[src/rtl/hrq_pkg.sv]
// Shared types for the host request controller.
// Assumes a two-bit service mode field decoded as below.
package hrq_pkg;
    typedef enum logic [1:0] {
        HM_IRQ    = 2'b00,
        HM_DMA_RD = 2'b01,
        HM_DMA_WR = 2'b10,
        HM_RSVD   = 2'b11
    } hrq_mode_e;
endpackage

[src/rtl/hrq_req_eval.sv]
// Works out the request source for the current mode and registers it.
// Assumes the flags are synchronous to clk and that ack is already active high.
module hrq_req_eval
    import hrq_pkg::*;
(
    input  logic      clk,
    input  logic      rst_n,
    input  hrq_mode_e mode,
    input  logic      txde,
    input  logic      rxdf,
    input  logic      tx_mask,
    input  logic      rx_mask,
    input  logic      ack,
    output logic      hreq_q
);
    logic src;
    logic dma_mode;

    // Select the flag that can raise a request in each mode.
    always_comb begin
        unique case (mode)
            HM_IRQ:    src = (txde & tx_mask) | (rxdf & rx_mask);
            HM_DMA_RD: src = rxdf;
            HM_DMA_WR: src = txde;
            default:   src = 1'b0;
        endcase
        dma_mode = (mode != HM_IRQ);
    end

    // Register the request; a DMA acknowledge withdraws it.
    always_ff @(posedge clk) begin
        if (!rst_n) hreq_q <= 1'b0;
        else        hreq_q <= src & ~(dma_mode & ack);
    end

    AST_IRQ_RAISE: assert property (@(posedge clk) disable iff (!rst_n)
        (mode == HM_IRQ && ((txde && tx_mask) || (rxdf && rx_mask))) |=> hreq_q);
    AST_DMA_RD_REQ: assert property (@(posedge clk) disable iff (!rst_n)
        (mode == HM_DMA_RD && rxdf && !ack) |=> hreq_q);
    AST_DMA_ACK_DROP: assert property (@(posedge clk) disable iff (!rst_n)
        (mode != HM_IRQ && ack) |=> !hreq_q);
    AST_RSVD_IDLE: assert property (@(posedge clk) disable iff (!rst_n)
        (mode == HM_RSVD) |=> !hreq_q);
endmodule

[src/rtl/hrq_ivr.sv]
// Holds the interrupt vector byte. A write is refused while a fetch is in progress.
// Assumes the write strobe lasts one cycle per write.
module hrq_ivr #(
    parameter int              DATA_W    = 8,
    parameter logic [DATA_W-1:0] RST_VAL = 8'h0F
) (
    input  logic              clk,
    input  logic              rst_n,
    input  logic              we,
    input  logic [DATA_W-1:0] wdata,
    input  logic              block,
    output logic [DATA_W-1:0] ivr_q
);
    // Load a new vector byte unless a fetch has frozen the state.
    always_ff @(posedge clk) begin
        if (!rst_n)            ivr_q <= RST_VAL;
        else if (we && !block) ivr_q <= wdata;
    end

    AST_IVR_FROZEN: assert property (@(posedge clk) disable iff (!rst_n)
        block |=> $stable(ivr_q));
endmodule

[src/rtl/hrq_ack_ctrl.sv]
// Interprets the acknowledge pin: vector fetch in interrupt mode, data strobe in DMA modes.
// Assumes ack is synchronous to clk; one pulse is made per acknowledge assertion.
module hrq_ack_ctrl
    import hrq_pkg::*;
#(
    parameter int DATA_W = 8
) (
    input  logic              clk,
    input  logic              rst_n,
    input  hrq_mode_e         mode,
    input  logic              ack,
    input  logic              hreq_q,
    input  logic [DATA_W-1:0] ivr,
    input  logic [DATA_W-1:0] dma_rdata,
    input  logic [DATA_W-1:0] bus_in,
    output logic              vec_fetch,
    output logic              bus_oe,
    output logic [DATA_W-1:0] bus_out,
    output logic              rd_pulse,
    output logic              wr_pulse,
    output logic [DATA_W-1:0] wdata_q
);
    logic ack_d;
    logic ack_rise;

    // Decode the fetch window, the edge of the strobe, and the bus source.
    always_comb begin
        vec_fetch = (mode == HM_IRQ) & hreq_q & ack;
        ack_rise  = ack & ~ack_d;
        bus_oe    = vec_fetch | ((mode == HM_DMA_RD) & ack);
        if (!bus_oe)           bus_out = '0;
        else if (vec_fetch)    bus_out = ivr;
        else                   bus_out = dma_rdata;
    end

    // Remember the previous acknowledge level for edge detection.
    always_ff @(posedge clk) begin
        if (!rst_n) ack_d <= 1'b0;
        else        ack_d <= ack;
    end

    // Produce one-cycle clear pulses and capture host-write data.
    always_ff @(posedge clk) begin
        if (!rst_n) begin
            rd_pulse <= 1'b0;
            wr_pulse <= 1'b0;
            wdata_q  <= '0;
        end else begin
            rd_pulse <= ack_rise & (mode == HM_DMA_RD);
            wr_pulse <= ack_rise & (mode == HM_DMA_WR);
            if (ack_rise && mode == HM_DMA_WR) wdata_q <= bus_in;
        end
    end

    AST_STROBE_SINGLE: assert property (@(posedge clk) disable iff (!rst_n)
        (rd_pulse || wr_pulse) |=> !(rd_pulse || wr_pulse));
    AST_STROBE_EXCL: assert property (@(posedge clk) disable iff (!rst_n)
        !(rd_pulse && wr_pulse));
    AST_NO_IRQ_STROBE: assert property (@(posedge clk) disable iff (!rst_n)
        (mode == HM_IRQ || mode == HM_RSVD) |=> !(rd_pulse || wr_pulse));
endmodule

[src/rtl/hrq_pin_drv.sv]
// Drives the request pin: open drain when serving the host, push-pull in general-purpose use.
// Assumes an external pull-up on the shared line.
module hrq_pin_drv (
    input  logic gpio_en,
    input  logic gpio_level,
    input  logic hreq_q,
    output logic pin_oe,
    output logic pin_o
);
    // Pull the line low for a request, or drive the chosen general-purpose level.
    always_comb begin
        pin_oe = gpio_en ? 1'b1 : hreq_q;
        pin_o  = gpio_en ? gpio_level : 1'b0;
        if (!gpio_en) begin
            AST_OD_LOW: assert (pin_o == 1'b0);
        end
    end
endmodule

[src/rtl/hrq_ctrl.sv]
// Top level of the host request and acknowledge controller.
// Assumes all inputs are synchronous to clk; the acknowledge pin is active low.
module hrq_ctrl
    import hrq_pkg::*;
#(
    parameter int                DATA_W  = 8,
    parameter logic [DATA_W-1:0] IVR_RST = 8'h0F
) (
    input  logic              clk,
    input  logic              rst_n,
    input  logic [1:0]        hm_mode,
    input  logic              txde,
    input  logic              rxdf,
    input  logic              tx_mask,
    input  logic              rx_mask,
    input  logic              ack_n,
    input  logic              ivr_we,
    input  logic [DATA_W-1:0] ivr_wdata,
    input  logic [DATA_W-1:0] dma_rdata,
    input  logic [DATA_W-1:0] bus_in,
    input  logic              gpio_en,
    input  logic              gpio_level,
    output logic              hreq_pin_oe,
    output logic              hreq_pin_o,
    output logic              hreq_status,
    output logic              bus_oe,
    output logic [DATA_W-1:0] bus_out,
    output logic              dma_rd_pulse,
    output logic              dma_wr_pulse,
    output logic [DATA_W-1:0] dma_wdata
);
    hrq_mode_e         mode;
    logic              ack;
    logic              hreq_q;
    logic              vec_fetch;
    logic [DATA_W-1:0] ivr_q;

    // Convert the pin-level inputs to internal form.
    always_comb begin
        mode = hrq_mode_e'(hm_mode);
        ack  = ~ack_n;
    end

    hrq_req_eval u_req (
        .clk(clk), .rst_n(rst_n), .mode(mode), .txde(txde), .rxdf(rxdf),
        .tx_mask(tx_mask), .rx_mask(rx_mask), .ack(ack), .hreq_q(hreq_q)
    );

    hrq_ivr #(.DATA_W(DATA_W), .RST_VAL(IVR_RST)) u_ivr (
        .clk(clk), .rst_n(rst_n), .we(ivr_we), .wdata(ivr_wdata),
        .block(vec_fetch), .ivr_q(ivr_q)
    );

    hrq_ack_ctrl #(.DATA_W(DATA_W)) u_ack (
        .clk(clk), .rst_n(rst_n), .mode(mode), .ack(ack), .hreq_q(hreq_q),
        .ivr(ivr_q), .dma_rdata(dma_rdata), .bus_in(bus_in),
        .vec_fetch(vec_fetch), .bus_oe(bus_oe), .bus_out(bus_out),
        .rd_pulse(dma_rd_pulse), .wr_pulse(dma_wr_pulse), .wdata_q(dma_wdata)
    );

    hrq_pin_drv u_pin (
        .gpio_en(gpio_en), .gpio_level(gpio_level), .hreq_q(hreq_q),
        .pin_oe(hreq_pin_oe), .pin_o(hreq_pin_o)
    );

    assign hreq_status = hreq_q;
endmodule

[config.mk]
export PLATFORM = sky130hd
export DESIGN_NAME = hrq_ctrl
export DESIGN_NICKNAME = d
export VERILOG_FILES = /design/src/rtl/hrq_pkg.sv /design/src/rtl/hrq_req_eval.sv /design/src/rtl/hrq_ivr.sv /design/src/rtl/hrq_ack_ctrl.sv /design/src/rtl/hrq_pin_drv.sv /design/src/rtl/hrq_ctrl.sv
export SDC_FILE = /design/constraint.sdc
export NUM_CORES = 1
export LEC_CHECK = 0
export ABC_AREA = 1
export BUFFER_PORTS_ARGS = -buffer_cell sky130_fd_sc_hd__buf_4
export CORE_MARGIN = 1.5
export CORE_UTILIZATION = 42
export CTS_BUF_LIST = sky130_fd_sc_hd__clkbuf_16
export DETAILED_ROUTE_END_ITERATION = 10
export GPL_ROUTABILITY_DRIVEN = 0
export GPL_TIMING_DRIVEN = 0
export PLACE_DENSITY_LB_ADDON = 0.3
export SYNTH_ARGS = -nofsm -noshare
export SYNTH_HDL_FRONTEND = slang
export SYNTH_SLANG_ARGS = --single-unit
[constraint.sdc]
create_clock -name clk -period 2.7 [get_ports clk]
set_clock_uncertainty 0.05 [all_clocks]
set_input_delay 0.405 -clock clk [delete_from_list [all_inputs] [get_ports clk]]
set_output_delay 0.405 -clock clk [all_outputs]
set_load 0.03 [all_outputs]
==> results of run 1 <==
-- cells in the final DEF (no fill, tap or decap) --
master	netlist	layout
o21ai_4	1	1
buf_4	1	57
clkinv_1	0	1
nand3b_1	8	8
inv_1	9	9
nand2_1	23	23
nand3_1	12	12
dfxtp_1	20	20
nor2_1	32	32
clkbuf_16	0	3
a21oi_1	14	14
nor2_8	1	1
nor2_4	1	1
nand3_2	3	3
o21ai_0	9	9
nand2_4	1	1
buf_6	2	2
nor4_1	1	1
inv_2	1	1
buf_2	3	3
or2_2	1	1
-- per-stage QoR --
step / std cells / cell area, sq um / hold WS [ps] / setup WS [ps] / utilization, %
2_1_floorplan: 143 / 1026 / 351.2 / 695.2 / -
3_3_place_gp: 227 / 1481 / 359.7 / 876.5 / 65.70
3_5_place_dp: 227 / 1481 / 363.8 / 831.0 / 65.70
4_1_cts: 231 / 1560 / 323.9 / 756.1 / 69.20
5_1_grt: 231 / 1560 / 335.6 / 645.6 / 69.20
6_report: 231 / 1560 / 329.0 / 774.9 / 69.20
-- layout make-up --
class                      instances  area [sq um]  share of cell area, %
timing repair buffer              56         420.4                  26.94
tap                               28         35.03                  2.245
buffer                             6         45.04                  2.887
inverter                          10         37.54                  2.406
sequential                        20         400.4                  25.66
multi-input combinational        107         543.0                  34.80
clock buffer                       3         75.07                  4.812
clock inverter                     1         3.754                 0.2406
-- state kept, by name, summed over array words and instances (netlist names) --
register,flops
u_ack.wdata_q,8
u_ack.rd_pulse,1
u_req.hreq_q,1
u_ack.ack_d,1
u_ivr.ivr_q,8
u_ack.wr_pulse,1
-- worst min-delay path by stage --
stage	from	end	slack, ps	cells after the start
floorplan	u_ack.ack_d	u_ack.rd_pulse	350	1
global placement	u_ack.ack_d	u_ack.rd_pulse	360	1
detailed placement	u_ack.ack_d	u_ack.rd_pulse	360	1
CTS	ack_n	u_ack.ack_d	320	2
global route	ack_n	u_ack.ack_d	340	2
finish	ack_n	u_ack.ack_d	330	2
-- power by group --
part           switching (mW)  internal (mW)  total [mW]
registers             0.00816          0.312       0.320
logic                  0.0842         0.0753       0.159
clock network           0.102          0.197       0.298
total                   0.194          0.584       0.778
-- per-layer routing --
layer / GRT usage, % / vias up / routed length [um]
met5: 0 / - / 0
met4: 7.692 / 0 / 31
met3: 5.429 / 4 / 155
met2: 36.88 / 41 / 1266
met1: 23.36 / 496 / 1083
li1: - / 585 / -
-- kinds of logic (layout without fill, tap and decap cells) --
group           after synthesis  after routing  synth area share (%)
simple gates                 83             83                 40.12
compound gates               24             24                 12.81
buf+inv                      16             76                 8.048
flops                        20             20                 39.02
==> flow_summary.json, run 1 <==
{
  "timing_hold_violations_final": 0,
  "timing.rr.end": "u_ivr.ivr_q[6]",
  "initial_antenna_violation_count": 0,
  "total_power_uw": 777.8,
  "cp_cell_sequence": "inv_1 > nor2_8 > buf_2 > a21oi_1 > nor2_1 > buf_4",
  "crit_path_max_fanout": 10,
  "synth_largest_area_cell": "dfxtp_1",
  "critical_path.startpoint": "u_req.hreq_q",
  "cp-end-kind": "output pin",
  "max_cap_violations": 0,
  "detail_route.iter0.violations": 15,
  "fillCellCount": 202,
  "synth-warning-count": 0,
  "synth_most_common_cell": "nor2_1",
  "cp_data_arrival_time_ps": 1470,
  "drc": 0,
  "critical_path_cell_count": 6,
  "dominantRegCellSynth": "dfxtp_1",
  "chipWidth_um": 52.43,
  "worst_setup_sp_type": "flip-flop",
  "slowest_delay_ps": 340,
  "number_of_synthesized_flops_with_an_enable_pin": 0,
  "grt_start_max_net_pins": 12,
  "yosys_register_bits": 20,
  "cts_tree": "built",
  "synth_cells": 143,
  "p_leak_nw": 0.7913,
  "setup_repair_after_global_routing_missed_its_margin": "false",
  "synth.yosys.seq_area_share_pct": 39.02,
  "timing.final.max_slew_violations": 0,
  "antennaDiodeCount": 0,
  "synthesis.area_per_instance_sq_um": 7.175,
  "postSynthNetCount": 179,
  "cts_max_level": 1,
  "hold_buffers": 0,
  "cts-root-buf": "clkbuf_16",
  "synth.cells.most_frequent": "32 x nor2_1, 23 x nand2_1, 20 x dfxtp_1, 14 x a21oi_1, 12 x nand3_1",
  "drt-total-wl_um": 2538,
  "powerDensity_nw_per_um2": 498.5,
  "clock_sinks": 20,
  "outcome": "completed",
  "critPathBufInv": 3,
  "vias_cell": 4.874,
  "clock_slew_at_reported_path_ffs_ps": 50,
  "max-vdd-ir-drop_uv": 352.5,
  "global_route_wire_length_before_repair_um": 4195,
  "syn_to_final_growth_pct": 52.07,
  "min-delay-path-class": "in2reg",
  "post-route-period-util_pct": 71.30,
  "grtUsageTotal_pct": 20.71,
  "final_net_count": 240,
  "num_rows": 17,
  "via_count_of_the_first_global_routing_pass": 1029,
  "worst_r2r_start": "u_req.hreq_q",
  "drt_pass1_iterations": 4,
  "post_route_cells_drive_above_1_share_pct": 36.45,
  "ant_nets": 0,
  "internal_reg_to_reg_setup_slack_ps": 1500,
  "die_area_sq_um": 2748,
  "grt.overflow.total": 0,
  "die_y_um": 52.43,
  "clock_tree.buffer_depth": 2,
  "fin_setup_tns_ps": 0,
  "cp.required_ps": 2250,
  "clock_period_minus_final_worst_setup_slack_ps": 1925,
  "via_count": 1126,
  "placeableCoreArea_sq_um": 2255,
  "max_slew_headroom_pct": 82.88,
  "cts_buffers": 3,
  "portBuffers": 56,
  "post_synth_num_cell_types": 19,
  "r2r.worst_path.cells": 6,
  "path_class": "reg2out",
  "critical-path-slowest-cell": "dfxtp_1",
  "clkLatencyLatePin_ps": 250,
  "worst_path_dominant_cell_family": "buffers and inverters",
  "cts_resized": 0,
  "synth_area_sq_um": 1026,
  "post_detailed_placement_half_perimeter_wirelength_um": 2011,
  "upper_clock_frequency_limit_ghz": 0.5195,
  "synth.area.top_cells": "dfxtp_1 39%, nor2_1 12%, nand2_1 8.4%",
  "cts_setup_buffers": 0,
  "start_util_pct": 45.51,
  "setup_violations": 0,
  "detail_route.wl_per_cell_um": 10.99,
  "synth_top_area_share_pct": 39.02,
  "synth-async-reset-ratio_pct": 0,
  "cp-endpoint": "bus_out[3]",
  "number_of_top_level_pins": 58,
  "timing_worst_slew_pin_value_ps": 256.2
}
Power figures use the tool's default switching activity.
==> run 2, diff against run 1 <==
Settings changed: ABC_AREA 1 to 0, CORE_UTILIZATION 42 to 38.
Clock period 2.7 ns to 1.6 ns, I/O delays scaled along.
==> flow_summary.json, run 2 <==
{
  "whs_endpoint": "u_ack.ack_d",
  "syn_to_final_growth_pct": 61.19,
  "cts_max_level": 1,
  "fin_cells": 209,
  "die_area_sq_um": 2857,
  "vias_cell": 4.880,
  "critPathBufInv": 3,
  "cp.required_ps": 1310,
  "mostFrequentLayoutCell": "buf_4",
  "ant_nets": 0,
  "worst_path_dominant_cell_family": "buffers and inverters",
  "timing_hold_violations_final": 0,
  "post-route-period-util_pct": 94.04,
  "place_inst": 207,
  "cts-root-buf": "clkbuf_16",
  "worstHoldStart": "ack_n",
  "min_delay_path_depth": 2,
  "synthesis.area_per_instance_sq_um": 7.993,
  "post_route_cells_drive_above_1_share_pct": 41.90,
  "internal_reg_to_reg_setup_slack_ps": 200,
  "grt.overflow.total": 0,
  "clkLatencyLatePin_ps": 250,
  "final_net_count": 216,
  "powerDensity_nw_per_um2": 935.8,
  "die_y_um": 53.45,
  "grtUsageTotal_pct": 19.60,
  "max_slew_headroom_pct": 52.68,
  "initial_antenna_violation_count": 0,
  "placeableCoreArea_sq_um": 2432,
  "synth_top_area_share_pct": 41.40,
  "clock_sinks": 20,
  "detail_route.iter0.violations": 18,
  "clock_slew_at_reported_path_ffs_ps": 60,
  "postLayoutSetupSlackWorst_ps": 95.35,
  "post-route-util_pct": 64.09,
  "synth-warning-count": 0,
  "cp_data_arrival_time_ps": 1210,
  "detail_route.wl_per_cell_um": 12.67,
  "critical-path-slowest-cell": "inv_1",
  "max-vdd-ir-drop_uv": 594.1,
  "path_class": "in2out",
  "yosys_register_bits": 20,
  "cp_cell_sequence": "clkbuf_1 > inv_1 > nand3_1 > a21oi_2 > buf_4",
  "clock_tree.buffer_depth": 2,
  "cts_tree": "built",
  "synth_most_common_cell": "nand2_1",
  "synth_area_sq_um": 967.2,
  "setup_violations": 0,
  "drt_pass1_iterations": 4,
  "postSynthNetCount": 157,
  "dominantRegCellSynth": "dfxtp_1",
  "r2r.worst_path.cells": 3,
  "grt_start_max_net_pins": 13,
  "timing.rr.end": "u_ack.wdata_q[0]",
  "synth-async-reset-ratio_pct": 0,
  "portBuffers": 56,
  "number_of_top_level_pins": 58,
  "via_count": 1020,
  "drt-total-wl_um": 2647,
  "cts_buffers": 3,
  "antennaDiodeCount": 0,
  "synth_cells": 121,
  "synth.cells.most_frequent": "32 x nand2_1, 20 x dfxtp_1, 10 x a21oi_1, 9 x nor2b_1",
  "post_synth_num_cell_types": 22,
  "number_of_synthesized_flops_with_an_enable_pin": 0,
  "timing_worst_slew_pin_value_ps": 707.9,
  "timing.final.max_slew_violations": 0,
  "crit_path_max_fanout": 11,
  "p_leak_nw": 0.6886,
  "global_route_wire_length_before_repair_um": 3981,
  "most-common-layout-cells": "56 x buf_4, 32 x nand2_1, 19 x dfxtp_1",
  "upper_clock_frequency_limit_ghz": 0.6646,
  "clock_period_minus_final_worst_setup_slack_ps": 1505,
  "num_rows": 18,
  "setup_repair_after_global_routing_missed_its_margin": "false",
  "min-delay-path-class": "in2reg",
  "cp-end-kind": "output pin",
  "worst_r2r_start": "u_ack.ack_d",
  "slowest_delay_ps": 320,
  "synth.area.top_cells": "dfxtp_1 41%, nand2_1 12%, mux2i_1 8.3%",
  "max_cap_violations": 0,
  "placement.setup.worst_slack_ps": -87.47,
  "largest_registers": "u_ack.wdata_q: 8 flops, u_ivr.ivr_q: 8 flops",
  "outcome": "completed",
  "via_count_of_the_first_global_routing_pass": 913,
  "drc": 0,
  "worst_setup_sp_type": "input pin",
  "synth.yosys.seq_area_share_pct": 41.40,
  "start_util_pct": 39.76,
  "synth_largest_area_cell": "dfxtp_1",
  "chipWidth_um": 53.45
}
run 2: changes by cell type after synthesis, sizes merged, moves of 8 or more:
cell | before | now
a21boi | 0 | 9
mux2i | 0 | 8
nand2 | 24 | 32
nand3b | 8 | 0
nor2 | 34 | 1
nor2b | 0 | 9
o21ai | 10 | 1
run 2: kinds of logic after synthesis:
family                 after synthesis  share of synthesized area [%]
and+or+nand+nor                     58                          28.98
AOI/OAI and AO/OA                   23                          15.14
DFF                                 20                          41.40
buffers and inverters               12                          6.210
muxes                                8                          8.280
run 2: worst max-delay path by stage:
| stage | endpoint | cells past startpoint | startpoint |
|---|---|---|---|
| detailed placement | bus_out[7] | 6 | hm_mode[0] |
| CTS | bus_out[4] | 3 | u_req.hreq_q |
| global route | bus_out[4] | 5 | hm_mode[0] |
| global placement | bus_out[6] | 6 | hm_mode[0] |
| finish | bus_out[4] | 5 | hm_mode[0] |
| floorplan | u_ivr.ivr_q[0] | 5 | u_req.hreq_q |
run 2: cell type report:
cell class                      count  area [sq um]
Timing Repair Buffer               56         420.4
Clock inverter                      1         30.03
Buffer                              7         42.54
Multi-Input combinational cell     89         540.5
Fill cell                         220         873.3
Inverter                            3         11.26
Tap cell                           30         37.54
Sequential cell                    20         401.6
Clock buffer                        3         75.07
run 2: power breakdown:
group          total (mW)  internal, mW  switching (mW)
Clock               0.683         0.496           0.187
Combinational       0.238         0.120           0.119
Sequential          0.537         0.521          0.0161
Total                1.46          1.14           0.322
run 2: repair_timing:
item | 4_1_cts | 5_1_grt
endpoints found under the setup margin | 10 | 9
buffers inserted | 0 | 0
endpoints found under the hold margin | 0 | 0
pin swaps | 0 | 0
cloned | 0 | 0
hold buffers | 0 | 0
gates resized for setup | 1 | 1
run 2: metal layers:
metal / part of all wire, % / GRT usage, % / wire [um]
met5: 0 / 0 / 0
met3: 5.1 / 4.520 / 135
met1: 42 / 22.81 / 1110
met2: 51 / 33.74 / 1360
met4: 1.5 / 8.547 / 41
run 2: stage by stage:
stage          power [mW]  hold WS [ps]  cell area, sq um  TNS (ps)
2_1_floorplan      0.6695         266.8              1001         0
3_3_place_gp       0.7785         394.3              1459    -301.1
3_5_place_dp       0.7860         400.5              1459    -517.4
4_1_cts             1.466         151.1              1558         0
5_1_grt             1.522         158.1              1559         0
6_report            1.459         148.3              1559         0
